$ cat src/rtl/slowclk_pkg.sv
package slowclk_pkg;
  localparam int ADDR_W = 8;
  localparam int DATA_W = 32;
  localparam int PW     = 5;

  localparam logic [ADDR_W-1:0] OFS_CTRL  = 8'h00;
  localparam logic [ADDR_W-1:0] OFS_PRESC = 8'h08;
  localparam logic [ADDR_W-1:0] OFS_GATE  = 8'h60;
  localparam logic [15:0]       CTRL_KEY  = 16'h16AA;

  // Key check on a control write
  function automatic logic key_ok(logic [DATA_W-1:0] w);
    return w[DATA_W-1:DATA_W-16] == CTRL_KEY;
  endfunction

  // Divider wraps when the count has reached the programmed value
  function automatic logic div_wrap(logic [PW-1:0] cnt, logic [PW-1:0] p);
    return cnt >= p;
  endfunction

  // Effective fixed pre-divide ratio (0 and 1 both mean bypass)
  function automatic int unsigned eff_prediv(int unsigned d);
    return (d < 2) ? 1 : d;
  endfunction
endpackage

$ cat src/rtl/slowclk_edge.sv
module slowclk_edge (
  input  logic clk,
  input  logic rst_n,
  input  logic raw_in,
  output logic rise_evt
);
  logic s0, s1, s2;

  always_ff @(posedge clk or negedge rst_n) begin
    if (!rst_n) begin
      s0 <= 1'b0;
      s1 <= 1'b0;
      s2 <= 1'b0;
    end else begin
      s0 <= raw_in;
      s1 <= s0;
      s2 <= s1;
    end
  end

  assign rise_evt = s1 & ~s2;
endmodule

$ cat src/rtl/slowclk_regs.sv
module slowclk_regs
  import slowclk_pkg::*;
(
  input  logic              clk,
  input  logic              rst_n,
  input  logic [ADDR_W-1:0] bus_addr,
  input  logic [DATA_W-1:0] bus_wdata,
  input  logic              bus_we,
  output logic [DATA_W-1:0] bus_rdata,
  output logic              src_sel,
  output logic [PW-1:0]     presc,
  output logic              gate_en,
  output logic              restart
);
  logic wr_ctrl, wr_presc, wr_gate;

  assign wr_ctrl  = bus_we && (bus_addr == OFS_CTRL) && key_ok(bus_wdata);
  assign wr_presc = bus_we && (bus_addr == OFS_PRESC);
  assign wr_gate  = bus_we && (bus_addr == OFS_GATE);

  assign restart = (wr_ctrl && (bus_wdata[0] != src_sel)) ||
                   (wr_presc && (bus_wdata[PW-1:0] != presc));

  always_ff @(posedge clk or negedge rst_n) begin
    if (!rst_n) begin
      src_sel <= 1'b0;
      presc   <= '0;
      gate_en <= 1'b0;
    end else begin
      if (wr_ctrl)  src_sel <= bus_wdata[0];
      if (wr_presc) presc   <= bus_wdata[PW-1:0];
      if (wr_gate)  gate_en <= bus_wdata[0];
    end
  end

  always_comb begin
    bus_rdata = '0;
    case (bus_addr)
      OFS_CTRL:  bus_rdata[0]    = src_sel;
      OFS_PRESC: bus_rdata[PW-1:0] = presc;
      OFS_GATE:  bus_rdata[0]    = gate_en;
      default:   bus_rdata = '0;
    endcase
  end
endmodule

$ cat src/rtl/slowclk_div.sv
module slowclk_div
  import slowclk_pkg::*;
#(
  parameter int unsigned PREDIV = 0
) (
  input  logic          clk,
  input  logic          rst_n,
  input  logic          restart,
  input  logic          src_sel,
  input  logic [PW-1:0] presc,
  input  logic          rc_evt,
  input  logic          xtal_evt,
  output logic          tick_o,
  output logic [PW-1:0] div_cnt
);
  localparam int unsigned DEFF = eff_prediv(PREDIV);

  logic pre_evt;
  logic int_hit;

  generate
    if (DEFF > 1) begin : g_pre
      localparam int CW = $clog2(DEFF);
      localparam logic [CW-1:0] LAST = CW'(DEFF - 1);
      logic [CW-1:0] pcnt;
      always_ff @(posedge clk or negedge rst_n) begin
        if (!rst_n)       pcnt <= '0;
        else if (restart) pcnt <= '0;
        else if (rc_evt)  pcnt <= (pcnt == LAST) ? '0 : pcnt + 1'b1;
      end
      assign pre_evt = rc_evt && (pcnt == LAST);
    end else begin : g_byp
      assign pre_evt = rc_evt;
    end
  endgenerate

  assign int_hit = pre_evt && div_wrap(div_cnt, presc);

  always_ff @(posedge clk or negedge rst_n) begin
    if (!rst_n) begin
      div_cnt <= '0;
      tick_o  <= 1'b0;
    end else begin
      if (restart)      div_cnt <= '0;
      else if (int_hit) div_cnt <= '0;
      else if (pre_evt) div_cnt <= div_cnt + 1'b1;
      tick_o <= !restart && (src_sel ? xtal_evt : int_hit);
    end
  end
endmodule

$ cat src/rtl/slowclk_sel.sv
module slowclk_sel
  import slowclk_pkg::*;
#(
  parameter int unsigned PREDIV = 0
) (
  input  logic              clk,
  input  logic              rst_n,
  input  logic [ADDR_W-1:0] bus_addr,
  input  logic [DATA_W-1:0] bus_wdata,
  input  logic              bus_we,
  output logic [DATA_W-1:0] bus_rdata,
  input  logic              rc_osc_in,
  input  logic              xtal_in,
  output logic              tick_o,
  output logic              clkout_o
);
  // Named internal events for the checker
  logic          src_sel;
  logic [PW-1:0] presc;
  logic          gate_en;
  logic          restart;
  logic          rc_evt;
  logic          xtal_evt;
  logic [PW-1:0] div_cnt;
  logic [1:0]    osc_raw;
  logic [1:0]    osc_evt;

  assign osc_raw  = {xtal_in, rc_osc_in};
  assign rc_evt   = osc_evt[0];
  assign xtal_evt = osc_evt[1];

  generate
    for (genvar i = 0; i < 2; i++) begin : g_sync
      slowclk_edge u_edge (
        .clk      (clk),
        .rst_n    (rst_n),
        .raw_in   (osc_raw[i]),
        .rise_evt (osc_evt[i])
      );
    end
  endgenerate

  slowclk_regs u_regs (
    .clk       (clk),
    .rst_n     (rst_n),
    .bus_addr  (bus_addr),
    .bus_wdata (bus_wdata),
    .bus_we    (bus_we),
    .bus_rdata (bus_rdata),
    .src_sel   (src_sel),
    .presc     (presc),
    .gate_en   (gate_en),
    .restart   (restart)
  );

  slowclk_div #(.PREDIV(PREDIV)) u_div (
    .clk      (clk),
    .rst_n    (rst_n),
    .restart  (restart),
    .src_sel  (src_sel),
    .presc    (presc),
    .rc_evt   (rc_evt),
    .xtal_evt (xtal_evt),
    .tick_o   (tick_o),
    .div_cnt  (div_cnt)
  );

  always_ff @(posedge clk or negedge rst_n) begin
    if (!rst_n)       clkout_o <= 1'b0;
    else if (!gate_en) clkout_o <= 1'b0;
    else if (tick_o)  clkout_o <= ~clkout_o;
  end
endmodule

$ cat config.mk
export PLATFORM = sky130hd
export DESIGN_NAME = slowclk_sel
export DESIGN_NICKNAME = d
export VERILOG_FILES = /design/src/rtl/slowclk_pkg.sv /design/src/rtl/slowclk_edge.sv /design/src/rtl/slowclk_regs.sv /design/src/rtl/slowclk_div.sv /design/src/rtl/slowclk_sel.sv
export SDC_FILE = /design/constraint.sdc
export NUM_CORES = 1
export LEC_CHECK = 0
export BUFFER_PORTS_ARGS = -buffer_cell sky130_fd_sc_hd__buf_2
export CAP_MARGIN = 5
export CORE_MARGIN = 2
export CORE_UTILIZATION = 46
export DETAILED_ROUTE_END_ITERATION = 8
export PLACE_DENSITY = 0.94
export SLEW_MARGIN = 40
export SYNTH_ARGS = -nofsm -noshare
export SYNTH_HDL_FRONTEND = slang
export SYNTH_SLANG_ARGS = --single-unit
$ cat constraint.sdc
create_clock -name clk -period 2.5 [get_ports clk]
set_input_delay 0.375 -clock clk [delete_from_list [all_inputs] [get_ports clk]]
set_output_delay 0.375 -clock clk [all_outputs]
set_load 0.01 [all_outputs]
## After elaboration in Yosys (flattened, before gate mapping)

Index checks and enable logic that the tools add are counted.

- Register bits: 20
- Input bits: 45
- Output and inout bits: 34
- Logic and storage cells: 45

- Add/subtract/negate cells: 1
- Order comparisons: 1
- Equal/unequal tests: 6
- Multiplexer cells: 8
- Bitwise logic cells: 5
- Reductions and logical operators: 12

Operators by type and width:

| kind | number |
|---|---|
| $eq A16 B13 Y1 const B | 1 |
| $mux W5 | 3 |
| $eq A8 B4 Y1 const B | 1 |
| $eq A8 B7 Y1 const B | 1 |
| $logic_and A1 B1 Y1 | 8 |
| $logic_not A8 Y1 | 1 |
| $add A5 B1 Y5 const B | 1 |
| $ge A5 B5 Y1 | 1 |
| $ne A5 B5 Y1 | 1 |
| $mux W4 | 1 |
| $mux W1 | 3 |
| $not A1 Y1 | 3 |
| $pmux W1 S3 | 1 |
| $reduce_bool A3 Y1 | 1 |
| $and A1 B1 Y1 | 2 |
| $ne A2 B1 Y1 const B | 1 |
| $logic_not A1 Y1 | 1 |
| $logic_or A1 B1 Y1 | 1 |
| $ne A1 B1 Y1 | 1 |

## Depth between registers and ports, before layout

Gate-level depths: netlist of run 1.

- Depth in word-level cells: 7
- Mapped depth: 7
- Mapped depth without buffers: 7

## Hierarchy

From an unflattened synthesis of run 1, not the netlist that was laid out.

- Cell total of the unflattened synthesis: 132
- Area total of the unflattened synthesis: 1405.1 µm²

By module, submodules not included:

| module | instances | cells an instance | area an instance (µm²) | seq. area each (µm²) |
|---|---|---|---|---|
| slowclk_regs | 1 | 73 | 734.5 | 175.2 |
| slowclk_div | 1 | 48 | 452.9 | 150.1 |
| slowclk_edge | 2 | 4 | 88.8 | 75.1 |
| slowclk_sel | 1 | 3 | 40.0 | 25.0 |

## Worst setup path after synthesis of run 1

OpenSTA, ideal clock, no wires.

- Kind: flip-flop to flip-flop
- From: reg u_div.div_cnt[0]
- To: reg u_div.tick_o
- Library setup time: 77 ps
- Data arrival time: 1462 ps
- Data required time: 2423 ps
- Slack: 961 ps
- Cell stages (with the launch flop): 8
- Path buffers: 0
- Period minus slack after synthesis: 1539 ps
- Cell sequence: dfrtp_1 -> inv_1 -> ha_1 -> nor2b_1 -> o21ai_0 -> a31oi_1 -> or3_1 -> a21oi_1

- Word-level cells in the longest chain between the ends: 4

Ends and longest elaborated chain:

| what | line | text |
|---|---|---|
| from (decl) | slowclk_div.sv:14 | `output logic [PW-1:0] div_cnt` |
| from (signal assigned) | slowclk_div.sv:46 | `else if (pre_evt) div_cnt <= div_cnt + 1'b1;` |
| $ge A5 B5 Y1 | slowclk_pkg.sv:18 | `return cnt >= p;` |
| $logic_and A1 B1 Y1 | slowclk_div.sv:37 | `assign int_hit = pre_evt && div_wrap(div_cnt, presc);` |
| $mux W1 | slowclk_div.sv:47 | `tick_o <= !restart && (src_sel ? xtal_evt : int_hit);` |
| $logic_and A1 B1 Y1 | slowclk_div.sv:47 |  |
| to (signal assigned) | slowclk_div.sv:47 |  |
| to (decl) | slowclk_div.sv:13 | `output logic tick_o,` |

No other way between the ends.
A chain may end at the register's enable or synchronous reset.

## Final worst setup path of run 1

- From: reg u_regs.presc[2]
- To: reg u_div.div_cnt[2]

- Word-level cells in the longest chain between the ends: 4
- Elaborated cells on any way between the ends: 8
- Those cells by class: 1 x order compare; 1 x eq/ne; 2 x mux; 4 x reduce/logical

Ends and longest elaborated chain:

| what | line | text |
|---|---|---|
| from (decl) | slowclk_regs.sv:11 | `output logic [PW-1:0] presc,` |
| from (signal assigned) | slowclk_regs.sv:31 | `if (wr_presc) presc <= bus_wdata[PW-1:0];` |
| $ge A5 B5 Y1 or $ne A5 B5 Y1 (tied branches) | slowclk_pkg.sv:18, slowclk_regs.sv:22 |  |
| $logic_and A1 B1 Y1 (on tied branches) | slowclk_div.sv:37, slowclk_regs.sv:22 |  |
| $mux W5 or $logic_or A1 B1 Y1 (tied branches) | slowclk_div.sv:45, slowclk_regs.sv:21 |  |
| $mux W5 or $reduce_bool A3 Y1 (tied branches) | n/a |  |

Parallel ways exist; a longest one is shown, timed or not.

==> flow_summary.toml, run 1 <==
[route]
wl_met3_um = 163
wl_mm = 2.41
drt_iter0_markers = 12
drc = 0
wl_met1_um = 937
vias_per_cell = 4.88
wl_per_cell_um = 11.8
first_pass_iters = 4
ant_nets = 0
num_vias = 995
top_layer = "met4"
wl_met2_mm = 1.29

[critical_path]
cp_cell_sequence = "inv_1, ha_1, a21oi_1, o21ai_0, a31oi_1, nor2_1, nor3_1"
critical_path_peak_fanout = 4
crit_buf_inv = 1
critPathKind = "reg2reg"
max_stage_delay_ns = 0.41
reg2regPathDepth = 7
critPathSlowestCell = "dfrtp_1"
crit_start = "u_regs.presc[2]"
worstSetupStartpointType = "register"
worstPathRequired_ns = 2.73
path_depth = 7
r2r-start = "u_regs.presc[2]"
end_kind = "register"
arrival_ns = 2.03
cp_top_family = "compound AO/OA/AOI/OAI gates"

[timing]
clock_skew_ns = 0.00120
tns_ns = 0
finalSetupViolations = 0
whs_ns = -0.00741
rsz0062_at_grt = "false"
hold_viol = 20
period_share_pct = 72.2
setup_slack_ns = 0.694
finalCriticalPeriod_ns = 1.81
slew_viol_final = 0
timing.fmax_mhz = 554

[logic_synthesis]
synth-edff-count = 0
yosysSeqAreaShare_pct = 36.8
synth_top_area_share_pct = 36.8
avgSynthCellArea_um2 = 10.4
synth_area_um2 = 1360
yosys_register_bits = 20
synth_area_leaders = "dfrtp_1 37%, buf_4 15%, ha_1 5.5%"
async_flop_share_pct = 100
synth_top_area_cell = "dfrtp_1"
synth-warning-count = 0
netlist_instances = 131
synth_cell_types = 40
synth-main-ff-cell = "dfrtp_1"

[place]
place_congestion = 0.762
numPortBuffers = 40
place_ws_ns = 0.742
dpl.hpwl_mm = 1.96
dpl_cell_area_um2 = 1480

[clock_tree]
cts.sinks = 20
cts_hold_buffers = 0
worstSkewPairLatency_ns = 0.30
clock_path_buffers = 2
cts_tree = "built"
cts-resized-gates = 0
cts-buffers-inserted = 3
cts_max_level = 1
post_cts.repair.setup_buffers = 0
clk_root_buffer_cell = "clkbuf_4"
clk_pin_slew_ns = 0.11

[global_route]
grt_pass1_vias = 919
grt_overflow = 0
grt_pass1_wl_mm = 3.99
grt_use_total_pct = 15.3
grt_max_degree = 21
grt_antenna_before_repair = 0

[power_and_ir_drop]
ir_drop_mv = 0.384
p_leak_nw = 0.834
power_density_nw_per_um2 = 440
power_mw = 0.669

[final_layout]
fillers = 253
synthToLayoutAreaGrowth_pct = 11.7
diodes = 0
nNetsFinal = 225
drive_above_1_share_pct = 34.1
postLayoutCellArea_um2 = 1520
utilization_pct = 54.6

[floorplan]
die_x_um = 58.4
die_h_um = 58.4
io_pins = 79
rows = 19
initial_utilization_pct = 48.9
core_um2 = 2780
die_area_um2 = 3410

[min_path]
holdCritPathClass = "in2async"

[run_status]
status = "complete, but fails checks"
violations = "hold timing"

[run]
cap_violations = 0
[cells by family (layout without fill, tap and decap cells)]
| kind of cell | after synthesis | count (layout) | share of synthesized area [%] |
|---|---|---|---|
| buffers and inverters | 33 | 49 | 17.1 |
| DFF | 20 | 20 | 36.8 |
| AOI/OAI and AO/OA | 12 | 12 | 5.43 |
| xor gates and xnor gates | 10 | 10 | 6.44 |
| muxes | 8 | 8 | 6.81 |
| and+or+nand+nor | 41 | 41 | 21.6 |
| adders and majority gates | 6 | 6 | 5.52 |
| other | 1 | 27 | 0.276 |
[registers in the layout, summed over array words and instances (netlist names)]
name              count
g_sync.u_edge.s1      2
clkout_o              1
g_sync.u_edge.s0      2
u_div.tick_o          1
u_regs.gate_en        1
g_sync.u_edge.s2      2
u_div.div_cnt         5
u_regs.src_sel        1
u_regs.presc          5
[cell usage after synthesis (2+ instances only)]
cell type and count:
nor2_1 5, xnor2_1 3, ha_1 6, mux2_2 6
nor3_1 4, nand4_1 5, nor2b_1 2, inv_1 5
xor2_1 7, o21ai_0 3, dfrtp_1 20, and3_1 4
nand2_1 5, a21oi_1 4, buf_4 27
[routing by layer]
layer,vias up,track usage [%]
met5,-,0
met4,0,3.99
met3,4,3.30
met2,38,28.3
met1,467,17.7
li1,486,-
[worst register-to-register path, delay by kind of cell, from the launching register on]
kind	cells	cell delay, ns
AO/OA/AOI/OAI	3	0.60
adder cells (fa/ha/maj)	1	0.30
buffers and inverters	1	0.07
flip-flops	1	0.41
AND/OR/NAND/NOR	2	0.35
[final timing paths]
| check | to | slack, ns |
|---|---|---|
| max in group asynchronous | u_div.div_cnt[1] | 2.20 |
| hold / removal | g_sync[1].u_edge.s0 | -0.007 |
| setup reg to reg | u_div.div_cnt[2] | 0.69 |
| min in group clk | g_sync[0].u_edge.s0 | 0.17 |
| setup / recovery | u_div.div_cnt[2] | 0.69 |
| hold reg to reg | g_sync[0].u_edge.s1 | 0.36 |
[area by class of cell]
| cell class | instances | area, um2 | area share (%) |
|---|---|---|---|
| multi-input combinational | 104 | 724 | 47.7 |
| sequential | 20 | 500 | 32.9 |
| timing repair buffer | 40 | 200 | 13.2 |
| tap | 31 | 38.8 | 2.55 |
| clock buffer | 4 | 36.3 | 2.39 |
| inverter | 5 | 18.8 | 1.24 |
[power by group]
part           internal, mW  total [mW]  switching [mW]  leakage, nW
Combinational        0.0504       0.124          0.0737        0.551
Sequential            0.341       0.356          0.0149        0.263
Clock                0.0890       0.189           0.100       0.0210
Total                 0.480       0.669           0.189        0.834
[cells in the final DEF (no fill, tap or decap), types with 2 or more instances in the layout]
cell type	netlist	routed
buf_2	0	40
clkbuf_4	0	3
nand4_1	5	5
nand2_1	5	5
o21ai_0	3	3
xnor2_1	3	3
xor2_1	7	7
inv_1	5	5
mux2_2	6	6
nor2_1	5	5
ha_1	6	6
and3_1	4	4
conb_1	1	27
dfrtp_1	20	20
a21oi_1	4	4
nor3_1	4	4
nor2b_1	2	2
[through the flow]
step / hold WS [ns] / instances
after floorplan: 0.0794 / 157
after global placement: 0.333 / 200
after detailed placement: 0.342 / 200
after CTS: 0.00266 / 204
after global routing: 0.0183 / 204
final: -0.00741 / 204
Power figures use the tool's default switching activity.
==> inputs of run 2 (changes only) <==
CORE_UTILIZATION = 44   (was 46)
PLACE_DENSITY = 0.9   (was 0.94)
clock period = 1.8 ns   (was 2.5 ns; I/O delays follow)
==> flow_summary.toml, run 2 (synthesized netlist as in run 1, its figures left out) <==
[final_layout]
final_cell_mix = "40 x buf_2, 27 x conb_1, 20 x dfrtp_1, 7 x xor2_1"
multiInputGateArea_um2 = 752
seq_area_um2 = 500
reg.largest.list = "u_div.div_cnt (5), u_regs.presc (5)"
diodes = 0
drive_above_1_share_pct = 37.3
fillers = 286
synthToLayoutAreaGrowth_pct = 17.5
utilization_pct = 53.2
final_common_cell = "buf_2"
nNetsFinal = 229
postLayoutCellArea_um2 = 1600

[place]
dpl.hpwl_mm = 1.98
place_congestion = 0.768
numPortBuffers = 40
dpl_cell_area_um2 = 1500

[timing]
rsz0062_at_grt = "true"
finalSetupViolations = 0
slew_viol_final = 0
clock_skew_ns = 0.00414
timing.fmax_mhz = 570
finalCriticalPeriod_ns = 1.75
hold_viol = 0
period_share_pct = 97.4

[power_and_ir_drop]
p_leak_nw = 0.866
ir_drop_mv = 0.459
power_density_nw_per_um2 = 668
power_mw = 1.07

[global_route]
grt_pass1_vias = 990
grt_use_total_pct = 15.0
grt_overflow = 0
grt_max_degree = 21
grt_pass1_wl_mm = 4.09
grt_antenna_before_repair = 0

[clock_tree]
worstSkewPairLatency_ns = 0.30
clock_path_buffers = 2
clk_pin_slew_ns = 0.11
clk_root_buffer_cell = "clkbuf_4"
cts-buffers-inserted = 3
cts_max_level = 1
cts.sinks = 20
cts_tree = "built"

[floorplan]
io_pins = 79
rows = 20
die_h_um = 59.6
core_um2 = 3000
die_area_um2 = 3550
die_x_um = 59.6
initial_utilization_pct = 45.3

[critical_path]
cp_cell_sequence = "inv_1, ha_1, nand2_1, o21ai_2, a31oi_4, or3_4, a21oi_2"
crit_buf_inv = 1
max_stage_delay_ns = 0.41
crit_start = "u_regs.presc[2]"
worstPathRequired_ns = 2.03
critical_path_peak_fanout = 4
r2r-end = "u_div.tick_o"
critPathKind = "reg2reg"
end_kind = "register"
reg2reg_slack_ns = 0.05
r2r-start = "u_regs.presc[2]"
reg2regPathDepth = 7
critPathSlowestCell = "dfrtp_1"
arrival_ns = 1.99
worstSetupStartpointType = "register"
cp_top_family = "compound AO/OA/AOI/OAI gates"

[route]
wl_per_cell_um = 12.1
drt_iter0_markers = 11
ant_nets = 0
drc = 0
num_vias = 1010
wl_mm = 2.54
first_pass_iters = 3
vias_per_cell = 4.81

[min_path]
holdCritPathClass = "in2reg"
holdCritStartpoint = "rc_osc_in"
hold_depth = 1
hold_end = "g_sync[0].u_edge.s0"

[run_status]
status = "finished, final reports clean"

[run]
cap_violations = 0
[run 2: changes by cell type in the layout (fill, tap and decap cells not counted)]
cell / change
a21oi_1: -1
a21oi_2: +1
a31oi_1: -1
a31oi_4: +1
buf_4: +3
bufinv_16: +1
clkbuf_8: -1
dlygate4sd3_1: +1
o21ai_0: -1
o21ai_2: +1
or3_1: -1
or3_4: +1
[run 2: repair_timing]
item / in CTS / in global routing
gates cloned: 0 / 0
hold endpoints to repair: 20 / 0
pin swaps: 0 / 1
hold buffers: 1 / 0
gates resized for setup: 2 / 4
endpoints found under the setup margin: 1 / 2
setup buffers: 1 / 0
[run 2: cell type report]
type | instances | share of cell area, %
Clock inverter | 1 | 1.88
Tap cell | 33 | 2.58
Sequential cell | 20 | 31.3
Inverter | 5 | 1.17
Clock buffer | 3 | 1.41
Timing Repair Buffer | 44 | 14.6
Multi-Input combinational cell | 104 | 47.1
[run 2: worst max path at each step]
| stage | to | cells after the start | slack, ns |
|---|---|---|---|
| detailed placement | u_div.tick_o | 6 | 0.03 |
| finish | u_div.tick_o | 7 | 0.05 |
| global route | u_div.tick_o | 7 | -0.05 |
| floorplan | u_div.tick_o | 7 | 0.26 |
| global placement | u_div.tick_o | 7 | 0.07 |
| CTS | u_div.tick_o | 7 | 0.01 |
[run 2: report_power, final]
part / leakage [nW] / internal [mW] / total [mW] / switching (mW)
Sequential: 0.263 / 0.473 / 0.489 / 0.0158
Combinational: 0.575 / 0.0929 / 0.213 / 0.121
Clock: 0.0279 / 0.225 / 0.365 / 0.140
Total: 0.866 / 0.791 / 1.07 / 0.276
[run 2: worst register-to-register path, delay by kind of cell, from the launching register on]
family	cells	cell delay [ns]
compound gates	3	0.47
flops	1	0.41
simple gates	2	0.47
buf+inv	1	0.06
fa+ha+maj	1	0.29
[run 2: stage by stage]
step | instances | hold WS, ns | setup slack [ns] | setup TNS, ns
2_1_floorplan | 157 | -0.0256 | 0.261 | 0
3_5_place_dp | 204 | 0.242 | 0.0283 | 0
3_3_place_gp | 204 | 0.235 | 0.0734 | 0
5_1_grt | 210 | 0.0300 | -0.0454 | -0.0636
4_1_cts | 210 | 0.0541 | 0.0145 | 0
6_report | 210 | 0.0666 | 0.0465 | 0
[run 2: layer usage]
layer	up-vias	global-route usage [%]	part of all wire (%)
li1	494	-	-
met1	482	17.6	41
met2	30	27.2	53
met3	4	2.84	5.2
met4	0	4.76	0.75
met5	-	0	0
